File: src/rtl/rxd_pkg.sv
package rxd_pkg;
  typedef enum logic [2:0] {
    ST_IDLE, ST_FETCH, ST_FWAIT, ST_CHECK, ST_READY, ST_RECV, ST_WBACK, ST_HERR
  } walk_st_t;

  localparam int FLG_SOP = 31;
  localparam int FLG_EOP = 30;
  localparam int FLG_OWN = 29;
  localparam int FLG_EOQ = 28;
  localparam int FLG_OVR = 27;

  localparam logic [1:0] REG_HEAD = 2'd0;
  localparam logic [1:0] REG_CPTR = 2'd1;
  localparam logic [1:0] REG_CTRL = 2'd2;
  localparam logic [1:0] REG_DROP = 2'd3;
endpackage

File: src/rtl/rxd_packer.sv
module rxd_packer #(
  parameter int LEN_W = 16
) (
  input  logic             clk,
  input  logic             rst,
  input  logic             act,
  input  logic             rx_valid,
  input  logic             rx_eop,
  input  logic [7:0]       rx_data,
  input  logic [LEN_W-1:0] buf_len,
  output logic             wr_vld,
  output logic [LEN_W-3:0] wr_idx,
  output logic [31:0]      wr_data,
  output logic             frame_end,
  output logic [LEN_W-1:0] frame_len,
  output logic             frame_ovr
);
  logic [LEN_W-1:0] cnt;
  logic [31:0]      acc;
  logic             ovr;
  logic             take, keep;
  logic [1:0]       lane;
  logic [31:0]      merged;

  always_comb begin
    take   = act && rx_valid;
    keep   = take && (cnt < buf_len);
    lane   = cnt[1:0];
    merged = acc;
    if (keep) merged[8*int'(lane) +: 8] = rx_data;
    // flush a full word, or the partial word at frame end
    wr_vld    = (keep && (lane == 2'd3 || rx_eop)) ||
                (take && rx_eop && !keep && cnt[1:0] != 2'd0);
    wr_idx    = cnt[LEN_W-1:2];
    wr_data   = merged;
    frame_end = take && rx_eop;
    frame_len = keep ? cnt + 1'b1 : cnt;
    frame_ovr = ovr || (take && !keep);
  end

  always_ff @(posedge clk) begin
    if (rst || frame_end) begin
      cnt <= '0;
      acc <= '0;
      ovr <= 1'b0;
    end else if (take) begin
      ovr <= frame_ovr;
      if (keep) begin
        cnt <= cnt + 1'b1;
        acc <= (lane == 2'd3) ? 32'd0 : merged;
      end
    end
  end
endmodule

File: src/rtl/rxd_walker.sv
module rxd_walker
  import rxd_pkg::*;
#(
  parameter int AW    = 16,
  parameter int LEN_W = 16
) (
  input  logic             clk,
  input  logic             rst,
  input  logic             arm,
  input  logic [AW-1:0]    arm_ptr,
  input  logic             own_ignore,
  input  logic             rx_valid,
  input  logic             rx_sop,
  input  logic             pk_wr_vld,
  input  logic [LEN_W-3:0] pk_wr_idx,
  input  logic [31:0]      pk_wr_data,
  input  logic             pk_end,
  input  logic [LEN_W-1:0] pk_len,
  input  logic             pk_ovr,
  output logic             pk_act,
  output logic [LEN_W-1:0] buf_len,
  output logic             mem_req,
  output logic             mem_we,
  output logic [AW-1:0]    mem_addr,
  output logic [31:0]      mem_wdata,
  input  logic [31:0]      mem_rdata,
  output logic [AW-1:0]    cur_ptr_rd,
  output logic             done_fire,
  output logic [AW-1:0]    done_ptr,
  output logic             drop_pulse,
  output logic             host_err
);
  walk_st_t         st;
  logic [AW-1:0]    cur;
  logic [31:0]      w_next, w_buf, w_size;
  logic             w_own;
  logic [1:0]       fcnt;
  logic             q1_v, q2_v;
  logic [1:0]       q1_i, q2_i;
  logic [LEN_W-1:0] wb_len;
  logic             wb_ovr;
  logic             next_null;
  logic [31:0]      wb_word;
  logic [AW-1:0]    data_addr;

  always_comb begin
    pk_act     = (st == ST_READY && rx_valid && rx_sop) || st == ST_RECV;
    buf_len    = w_size[LEN_W-1:0];
    next_null  = (w_next == 32'd0);
    cur_ptr_rd = (st == ST_IDLE) ? '0 : cur;
    done_fire  = (st == ST_WBACK);
    done_ptr   = cur;
    drop_pulse = rx_valid && rx_sop && st != ST_READY && st != ST_RECV;
    data_addr  = w_buf[AW-1:0] + AW'(w_size[31:16]) + AW'(pk_wr_idx);
    wb_word    = '0;
    wb_word[FLG_SOP]     = 1'b1;
    wb_word[FLG_EOP]     = 1'b1;
    wb_word[FLG_OWN]     = 1'b0;
    wb_word[FLG_EOQ]     = next_null;
    wb_word[FLG_OVR]     = wb_ovr;
    wb_word[LEN_W-1:0]   = wb_len;
  end

  always_ff @(posedge clk) begin
    if (rst) begin
      st        <= ST_IDLE;
      cur       <= '0;
      w_next    <= '0;
      w_buf     <= '0;
      w_size    <= '0;
      w_own     <= 1'b0;
      fcnt      <= '0;
      q1_v      <= 1'b0;
      q1_i      <= '0;
      q2_v      <= 1'b0;
      q2_i      <= '0;
      wb_len    <= '0;
      wb_ovr    <= 1'b0;
      mem_req   <= 1'b0;
      mem_we    <= 1'b0;
      mem_addr  <= '0;
      mem_wdata <= '0;
      host_err  <= 1'b0;
    end else begin
      mem_req <= 1'b0;
      mem_we  <= 1'b0;
      q1_v    <= 1'b0;
      q2_v    <= q1_v;
      q2_i    <= q1_i;
      if (q2_v) begin
        case (q2_i)
          2'd0:    w_next <= mem_rdata;
          2'd1:    w_buf  <= mem_rdata;
          2'd2:    w_size <= mem_rdata;
          default: w_own  <= mem_rdata[FLG_OWN];
        endcase
      end
      case (st)
        ST_IDLE: begin
          if (arm && arm_ptr != '0) begin
            cur  <= arm_ptr;
            fcnt <= '0;
            st   <= ST_FETCH;
          end
        end
        ST_FETCH: begin
          mem_req  <= 1'b1;
          mem_addr <= cur + AW'(fcnt);
          q1_v     <= 1'b1;
          q1_i     <= fcnt;
          fcnt     <= fcnt + 1'b1;
          if (fcnt == 2'd3) st <= ST_FWAIT;
        end
        ST_FWAIT: begin
          if (q2_v && q2_i == 2'd3) st <= ST_CHECK;
        end
        ST_CHECK: begin
          if (!w_own && !own_ignore) begin
            st       <= ST_HERR;
            host_err <= 1'b1;
          end else begin
            st <= ST_READY;
          end
        end
        ST_READY, ST_RECV: begin
          if (pk_end) begin
            wb_len <= pk_len;
            wb_ovr <= pk_ovr;
            st     <= ST_WBACK;
          end else if (pk_act) begin
            st <= ST_RECV;
          end
          if (pk_wr_vld) begin
            mem_req   <= 1'b1;
            mem_we    <= 1'b1;
            mem_addr  <= data_addr;
            mem_wdata <= pk_wr_data;
          end
        end
        ST_WBACK: begin
          mem_req   <= 1'b1;
          mem_we    <= 1'b1;
          mem_addr  <= cur + AW'(3);
          mem_wdata <= wb_word;
          if (next_null) begin
            st <= ST_IDLE;
          end else begin
            cur  <= w_next[AW-1:0];
            fcnt <= '0;
            st   <= ST_FETCH;
          end
        end
        default: st <= ST_HERR;
      endcase
    end
  end
endmodule

File: src/rtl/rxd_regs.sv
module rxd_regs
  import rxd_pkg::*;
#(
  parameter int AW     = 16,
  parameter int DROP_W = 16
) (
  input  logic          clk,
  input  logic          rst,
  input  logic          reg_we,
  input  logic [1:0]    reg_addr,
  input  logic [31:0]   reg_wdata,
  output logic [31:0]   reg_rdata,
  output logic          arm,
  output logic [AW-1:0] arm_ptr,
  output logic          own_ignore,
  input  logic [AW-1:0] cur_ptr,
  input  logic          done_fire,
  input  logic [AW-1:0] done_ptr,
  input  logic          drop_pulse,
  output logic          rx_done_irq
);
  logic [31:0]       cptr;
  logic [AW-1:0]     last_done;
  logic [DROP_W-1:0] drop_cnt;
  logic              cp_wr;

  always_comb begin
    arm     = reg_we && reg_addr == REG_HEAD;
    arm_ptr = reg_wdata[AW-1:0];
    cp_wr   = reg_we && reg_addr == REG_CPTR;
  end

  always_ff @(posedge clk) begin
    if (rst) begin
      cptr        <= '0;
      own_ignore  <= 1'b0;
      last_done   <= '0;
      drop_cnt    <= '0;
      rx_done_irq <= 1'b0;
      reg_rdata   <= '0;
    end else begin
      if (cp_wr) cptr <= reg_wdata;
      if (reg_we && reg_addr == REG_CTRL) own_ignore <= reg_wdata[0];
      if (drop_pulse) drop_cnt <= drop_cnt + 1'b1;
      // a completion in the same cycle wins over an acknowledge
      if (done_fire) begin
        last_done   <= done_ptr;
        rx_done_irq <= 1'b1;
      end else if (cp_wr && reg_wdata == 32'(last_done)) begin
        rx_done_irq <= 1'b0;
      end
      case (reg_addr)
        REG_HEAD: reg_rdata <= 32'(cur_ptr);
        REG_CPTR: reg_rdata <= cptr;
        REG_CTRL: reg_rdata <= {31'd0, own_ignore};
        default:  reg_rdata <= 32'(drop_cnt);
      endcase
    end
  end
endmodule

File: src/rtl/rxdesc_dma.sv
module rxdesc_dma #(
  parameter int AW     = 16,
  parameter int LEN_W  = 16,
  parameter int DROP_W = 16
) (
  input  logic          clk,
  input  logic          rst,
  input  logic          reg_we,
  input  logic [1:0]    reg_addr,
  input  logic [31:0]   reg_wdata,
  output logic [31:0]   reg_rdata,
  output logic          mem_req,
  output logic          mem_we,
  output logic [AW-1:0] mem_addr,
  output logic [31:0]   mem_wdata,
  input  logic [31:0]   mem_rdata,
  input  logic          rx_valid,
  input  logic          rx_sop,
  input  logic          rx_eop,
  input  logic [7:0]    rx_data,
  output logic          rx_done_irq,
  output logic          host_err_irq
);
  logic             arm, own_ignore, done_fire, drop_pulse;
  logic [AW-1:0]    arm_ptr, cur_ptr, done_ptr;
  logic             pk_act, pk_wr_vld, pk_end, pk_ovr;
  logic [LEN_W-3:0] pk_wr_idx;
  logic [31:0]      pk_wr_data;
  logic [LEN_W-1:0] pk_len, buf_len;

  rxd_regs #(.AW(AW), .DROP_W(DROP_W)) u_regs (
    .clk(clk), .rst(rst), .reg_we(reg_we), .reg_addr(reg_addr),
    .reg_wdata(reg_wdata), .reg_rdata(reg_rdata), .arm(arm),
    .arm_ptr(arm_ptr), .own_ignore(own_ignore), .cur_ptr(cur_ptr),
    .done_fire(done_fire), .done_ptr(done_ptr), .drop_pulse(drop_pulse),
    .rx_done_irq(rx_done_irq)
  );

  rxd_packer #(.LEN_W(LEN_W)) u_pack (
    .clk(clk), .rst(rst), .act(pk_act), .rx_valid(rx_valid),
    .rx_eop(rx_eop), .rx_data(rx_data), .buf_len(buf_len),
    .wr_vld(pk_wr_vld), .wr_idx(pk_wr_idx), .wr_data(pk_wr_data),
    .frame_end(pk_end), .frame_len(pk_len), .frame_ovr(pk_ovr)
  );

  rxd_walker #(.AW(AW), .LEN_W(LEN_W)) u_walk (
    .clk(clk), .rst(rst), .arm(arm), .arm_ptr(arm_ptr),
    .own_ignore(own_ignore), .rx_valid(rx_valid), .rx_sop(rx_sop),
    .pk_wr_vld(pk_wr_vld), .pk_wr_idx(pk_wr_idx), .pk_wr_data(pk_wr_data),
    .pk_end(pk_end), .pk_len(pk_len), .pk_ovr(pk_ovr), .pk_act(pk_act),
    .buf_len(buf_len), .mem_req(mem_req), .mem_we(mem_we),
    .mem_addr(mem_addr), .mem_wdata(mem_wdata), .mem_rdata(mem_rdata),
    .cur_ptr_rd(cur_ptr), .done_fire(done_fire), .done_ptr(done_ptr),
    .drop_pulse(drop_pulse), .host_err(host_err_irq)
  );
endmodule

File: config.mk
export PLATFORM = sky130hd
export DESIGN_NAME = rxdesc_dma
export DESIGN_NICKNAME = d
export VERILOG_FILES = /design/src/rtl/rxd_pkg.sv /design/src/rtl/rxd_packer.sv /design/src/rtl/rxd_walker.sv /design/src/rtl/rxd_regs.sv /design/src/rtl/rxdesc_dma.sv
export SDC_FILE = /design/constraint.sdc
export NUM_CORES = 1
export LEC_CHECK = 0
export ABC_AREA = 1
export BUFFER_PORTS_ARGS = -buffer_cell sky130_fd_sc_hd__buf_2
export CORE_MARGIN = 2
export CORE_UTILIZATION = 50
export DETAILED_ROUTE_END_ITERATION = 12
export GPL_ROUTABILITY_DRIVEN = 0
export PLACE_DENSITY = 0.69
export RECOVER_POWER = 100
export SLEW_MARGIN = 40
export SYNTH_ARGS = -nofsm -noshare
export SYNTH_HDL_FRONTEND = slang
export SYNTH_SLANG_ARGS = --single-unit
File: constraint.sdc
create_clock -name clk -period 4.4 [get_ports clk]
set_input_delay 0.66 -clock clk [delete_from_list [all_inputs] [get_ports clk]]
set_output_delay 0.66 -clock clk [all_outputs]
set_load 0.02 [all_outputs]
# [After elaboration in Yosys (flattened, before gate mapping)]
# Index checks and enable logic that the tools add are counted.
[totals] reg_bits=323 in_bits=80 output_inout_bits=84 elab_cells=144
[op_classes] n_addsub=8 magnitude_cmp=1 eq_ne=22 n_shift=2 mux=30 n_bitwise=1 reduce_logical=53
[op_table] cell="$mux 32" n=3
[op_table] cell="$pmux 32 s3" n=1
[op_table] cell="$mux 16" n=5
[op_table] cell="$pmux 32 s2" n=1
[op_table] cell="$pmux 16 s3" n=1
[op_table] cell="$neg 5->33" n=1
[op_table] cell="$shift 8x33->32 const A" n=1
[op_table] cell="$shiftx 8x33->32" n=1
[op_table] cell="$add 16x1->16 const B" n=2
[op_table] cell="$bwmux 32" n=1
[op_table] cell="$eq 32x16->1" n=1
[op_table] cell="$logic_not 32->1" n=1
[op_table] cell="$pmux 16 s2" n=1
[op_table] cell="$logic_and 1x1->1" n=19
[op_table] cell="$pmux 3 s6" n=1
[op_table] cell="$reduce_and 2->1" n=9
[op_table] cell="$add 16x14->16" n=1
[op_table] cell="$add 16x16->16" n=1
[op_table] cell="$add 16x2->16" n=1
[op_table] cell="$add 16x2->16 const B" n=1
[op_table] cell="$lt 16x16->1" n=1
[op_table] cell="$reduce_bool 16->1" n=1
[op_table] cell="$mux 3" n=5
[op_table] cell="$eq 2x2->1 const B" n=5
[op_table] cell="other kinds (23)" n=52

# [Depth between registers and ports, before layout]
[logic_depth] ltp_word=12 depth_mapped=22 depth_no_buf=19

# [By module]
# Synthesis repeated with hierarchy kept, for this count alone.
[unflattened] cells_unflattened=2393 area_unflattened_um2=16782.3
[by_module_without_submodules] module="rxd_walker" instances=1 cells_per_inst=1201 area_each_um2=8668.3 seq_area_each_um2=3523.4
[by_module_without_submodules] module="rxd_regs" instances=1 cells_per_inst=557 area_each_um2=4157.7 seq_area_each_um2=1961.9
[by_module_without_submodules] module="rxd_packer" instances=1 cells_per_inst=635 area_each_um2=3956.3 seq_area_each_um2=980.9

# [Worst setup path before layout]
# No wires, ideal clock.
[synth_path] kind="flip-flop to flip-flop" startpoint="register u_walk.st[0]" endpoint="register u_walk.mem_addr[12]" setup_time_ns=0.116 arrival_ns=2.727 required_time_ns=4.284 slack_ns=1.557 path_stages_with_launch=21 n_path_buf=3 synth_period_minus_slack_ns=2.843 path_cell_list="dfxtp_1 -> inv_1 -> nand2_1 -> nor2_1 -> buf_2 -> inv_2 -> buf_2 -> clkbuf_1 -> nand2_1 -> ha_1 -> fa_1 -> nand3_1 -> nor3_1 -> nand2_1 -> inv_1 -> nand2_1 -> o21ai_0 -> nand3_1 -> o21ai_0 -> o21ai_0 -> nor2_1"
[synth_between] elab_chain_len=12 word_cells_on_any_way=20 classes_between="5 x eq/ne; 1 x mux; 14 x reduce/logical"
[synth_lines] element="from (decl)" line="rxd_walker.sv:33" source="walk_st_t st;"
[synth_lines] element="from (signal assigned)" line="rxd_walker.sv:66" source="st <= ST_IDLE;"
[synth_lines] element="from (signal assigned)" line="rxd_walker.sv:103" source="st <= ST_FETCH;"
[synth_lines] element="from (signal assigned)" line="rxd_walker.sv:112" source="if (fcnt == 2'd3) st <= ST_FWAIT;"
[synth_lines] element="$eq 3x3->1" line="rxd_walker.sv:47, rxd_walker.sv:98"
[synth_lines] element="$logic_and 1x1->1 (2 in a row)" line="rxd_walker.sv:47" source="pk_act = (st == ST_READY && rx_valid && rx_sop) || st == ST_RECV;"
[synth_lines] element="$logic_or 1x1->1" line="rxd_walker.sv:47"
[synth_lines] element="$logic_and 1x1->1" line="rxd_packer.sv:26" source="take = act && rx_valid;"
[synth_lines] element="$logic_and 1x1->1" line="rxd_packer.sv:27" source="keep = take && (cnt < buf_len);"
[synth_lines] element="$logic_not 1->1" line="rxd_packer.sv:33" source="(take && rx_eop && !keep && cnt[1:0] != 2'd0);"
[synth_lines] element="$logic_and 1x1->1 (2 in a row)" line="rxd_packer.sv:33"
[synth_lines] element="$logic_or 1x1->1" line="rxd_packer.sv:32" source="wr_vld = (keep && (lane == 2'd3 || rx_eop)) ||"
[synth_lines] element="$ne 2x2->1 (no line)"
[synth_lines] element="$reduce_and 2->1 (no line)"
[synth_lines] element="to (signal assigned)" line="rxd_walker.sv:108" source="mem_addr <= cur + AW'(fcnt);"
[synth_lines] element="to (signal assigned)" line="rxd_walker.sv:136" source="mem_addr <= data_addr;"
[synth_lines] element="to (signal assigned)" line="rxd_walker.sv:143" source="mem_addr <= cur + AW'(3);"
[synth_lines] element="to (decl)" line="rxd_walker.sv:24" source="output logic [AW-1:0] mem_addr,"
# Parallel ways exist; a longest one is shown, timed or not.
# A chain may end at the register's enable or synchronous reset.

==> metrics.md <==
| Metric | Value |
|---|---|
| Status | `finished, violations left` |
| Failing checks | `max-capacitance violations, max-slew violations` |
| Initial core utilization | `about 50%` |
| Async S/R FF share, synth | `0%` |
| Most frequent cell after synthesis | `nand2_1` |
| Via count | `~15000` |
| Hold Buf Count CTS | `0` |
| CP required | `4.83 ns` |
| Kind of end point of the critical path | `flip-flop` |
| Total of max-cap violations | `2` |
| Hold Slack | `roughly 0.41 ns` |
| Routed WL | `roughly 44000 um` |
| Hpwl dp | `approximately 32000 um` |
| Post-Syn Instances | `2196` |
| Vias per cell | `5.43` |
| Setup WS pre-CTS | `1.34 ns` |
| Clock tree sinks | `323` |
| Share of cells above drive strength 1 | `under 10%` |
| Final hold vios | `0` |
| Final nets | `around 2400` |
| Syn Nets | `~2300` |
| Synth warn | `0` |
| Drt first pass iters | `5` |
| Part of the cycle the worst path needs | `~80%` |
| Number of diodes | `0` |
| Critical Path End | `u_pack.cnt[5]$_SDFFE_PP0P_` |
| Leakage | `~7.4 nW` |
| Post-synth design cell area | `between 15000 and 20000 um^2` |
| Max VDD drop | `around 0.00027 V` |
| Overflow after GRT | `0` |
| Syn_area_per_cell | `7.13 um^2` |
| R2r endpoint | `u_pack.cnt[5]$_SDFFE_PP0P_` |
| Fin cells | `about 2700` |
| Antenna violations before repair | `0` |
| PortBufs | `163` |
| CTS Buffer Depth | `3` |
| Pwr Density | `381 nW/um^2` |
| Fin area | `around 18000 um^2` |
| Register area share after synthesis | `41.3%` |
| Worst min path class | `input port to flip-flop` |
| Top-area cell type share of the netlist area | `41.3%` |
| R2r worst-path depth | `11` |
| Critical path arrival | `4.06 ns` |
| Num rows | `64` |
| Yosys reg bits | `323` |
| Fill cell count | `2976` |
| Min Tclk post-route | `3.62 ns` |
| Post-synth top flop | `dfxtp_1` |
| Clock latency on the worst-skew pair | `0.52 ns` |
| Core ar. | `30700 um^2` |
| Crit path launch type | `flip-flop` |
| Fin Clk Skew | `~0.011 ns` |
| Hold depth | `3` |
| Drt wl/cell | `16.2 um` |
| CTS tree | `done` |
| Die Y | `181 um` |
| Die area | `around 33000 um^2` |
| # H-tree levels | `2` |
| Final setup viols | `0` |
| DR DRC count | `0` |
| Cts repair resizes | `0` |
| Total power | `~6.7 mW` |
| Worst slew margin | `-11.9%` |
| Routed Antenna Nets | `0` |
| Top post-synthesis cells by count | `nand2_1, dfxtp_1, inv_1, nor2_1, o21ai_0` |
| 1st-iter DRT viols | `1644` |
| EDFF count, synth | `0` |
| Fmax | `roughly 280 MHz` |
| Setup TNS Final | `0 ns` |
| CTS clk-pin slew, worst paths | `0.06 ns` |
| Kind of critical path | `flip-flop to flip-flop` |
| Largest net degree at the start of global routing | `approximately 90` |
| Area Growth Syn to Fin | `12.5%` |
| Global-route wire length before repair | `~70000 um` |
| Ranking of synthesized cells by area | `dfxtp_1, nand2_1, o21ai_0` |
| Yosys top cell by area | `dfxtp_1` |
| # Post-CTS Setup Buffers | `0` |
| Setup WS post-layout | `between 0.7 and 0.8 ns` |
| Slew @ Worst Pin | `1.68 ns` |
| I/O pins | `around 160` |
| Post-synthesis cell type count | `a little under 50` |
| GRT Overall Usage | `between 20% and 30%` |
| Die width | `between 150 and 200 um` |
| Final slew viol count | `around 170` |
| FF-to-FF setup slack | `0.78 ns` |
| Clock Root Buffer | `clkbuf_16` |
| Placed cell areas | `roughly 17000 um^2` |
| Max FO, Critical Path | `31` |
| TritonCTS Buffers | `35` |
| Vias in the first global route | `roughly 13000` |
| Cell total after placement | `2664` |
| Final Core Density | `between 50% and 60%` |
| RSZ-0062 raised after global routing | `false` |
layer usage:
layer | vias to the layer above | wire, um | global-route usage (%)
met4 | 0 | 1130 | 7.52
met1 | 6810 | 20400 | 37.9
met2 | 561 | 19100 | 40.5
met3 | 88 | 3480 | 3.57
met5 | - | 0 | 0
li1 | 7349 | - | -
worst max-delay path, stage by stage (launching register included):
cell and delay, ns:
dfxtp_1 0.39, inv_1 0.08, nor2_2 0.07, clkbuf_1 0.81
nand2_1 0.32, nor2_8 0.38, nand3_4 0.34, inv_2 0.58
nand2_1 0.16, xor2_1 0.27, inv_1 0.07, nor2_1 0.08
flip-flops by register name (all words and copies together), names as in the netlist, 2 cells and up, named ones only:
| register | flops |
|---|---|
| u_walk.mem_wdata | 32 |
| u_walk.q2_i | 2 |
| u_regs.reg_rdata | 32 |
| u_walk.wb_len | 16 |
| u_walk.fcnt | 2 |
| u_pack.acc | 32 |
| u_walk.w_buf | 16 |
| u_walk.w_size | 32 |
| u_walk.w_next | 32 |
| u_pack.cnt | 16 |
| u_regs.cptr | 32 |
| u_walk.q1_i | 2 |
| u_walk.done_ptr | 16 |
| u_walk.mem_addr | 16 |
| u_regs.drop_cnt | 16 |
| u_walk.st | 2 |
| u_regs.last_done | 16 |
kinds of logic after synthesis:
kind of cell    count (synthesis)  synth area share, %
compound gates                449                 14.8
xor+xnor                       34                 1.90
fa+ha+maj                      56                 5.24
buf+inv                       372                 9.70
flops                         323                 41.3
mux                             2                0.128
simple gates                  960                 26.9
power breakdown:
part / switching, mW / internal (mW)
Sequential: 0.0795 / 3.02
Clock: 1.18 / 1.80
Combinational: 0.438 / 0.185
Total: 1.70 / 5.01
how the worst min path moves through the flow:
stage	from	to	slack, ns
after floorplan	u_walk.q1_v$_SDFF_PP0_	u_walk.q2_v$_SDFF_PP0_	0.39
after global routing	mem_rdata[21]	u_walk.w_next[21]$_SDFFE_PP0P_	0.42
after CTS	mem_rdata[26]	u_walk.w_next[26]$_SDFFE_PP0P_	0.40
after detailed placement	u_walk.q1_v$_SDFF_PP0_	u_walk.q2_v$_SDFF_PP0_	0.40
final	mem_rdata[26]	u_walk.w_next[26]$_SDFFE_PP0P_	0.41
after global placement	u_walk.q1_v$_SDFF_PP0_	u_walk.q2_v$_SDFF_PP0_	0.40
placed cells by master, fill, tap and decap left out, types with 16 or more instances in the layout:
cell and n:
nor2_1 229, nor3_1 37, a31oi_1 20, inv_1 252, a21oi_1 169, clkbuf_16 37, xor2_1 22, nand4_1 44
fa_1 16, nor4_1 17, ha_1 40, nand3_1 128, nand2_1 458, buf_2 78, clkbuf_1 91, dfxtp_1 323
o21ai_0 234
area by class of cell:
| class | count | area [um^2] | area share, % |
|---|---|---|---|
| Clock buffer | 51 | 1070 | 6.07 |
| Multi-Input combinational cell | 1501 | 7660 | 43.5 |
| Sequential cell | 323 | 6470 | 36.7 |
| Inverter | 265 | 1000 | 5.70 |
| Timing Repair Buffer | 179 | 818 | 4.65 |
| Tap cell | 396 | 495 | 2.81 |
| Clock inverter | 10 | 106 | 0.604 |
Power figures use the tool's default switching activity.
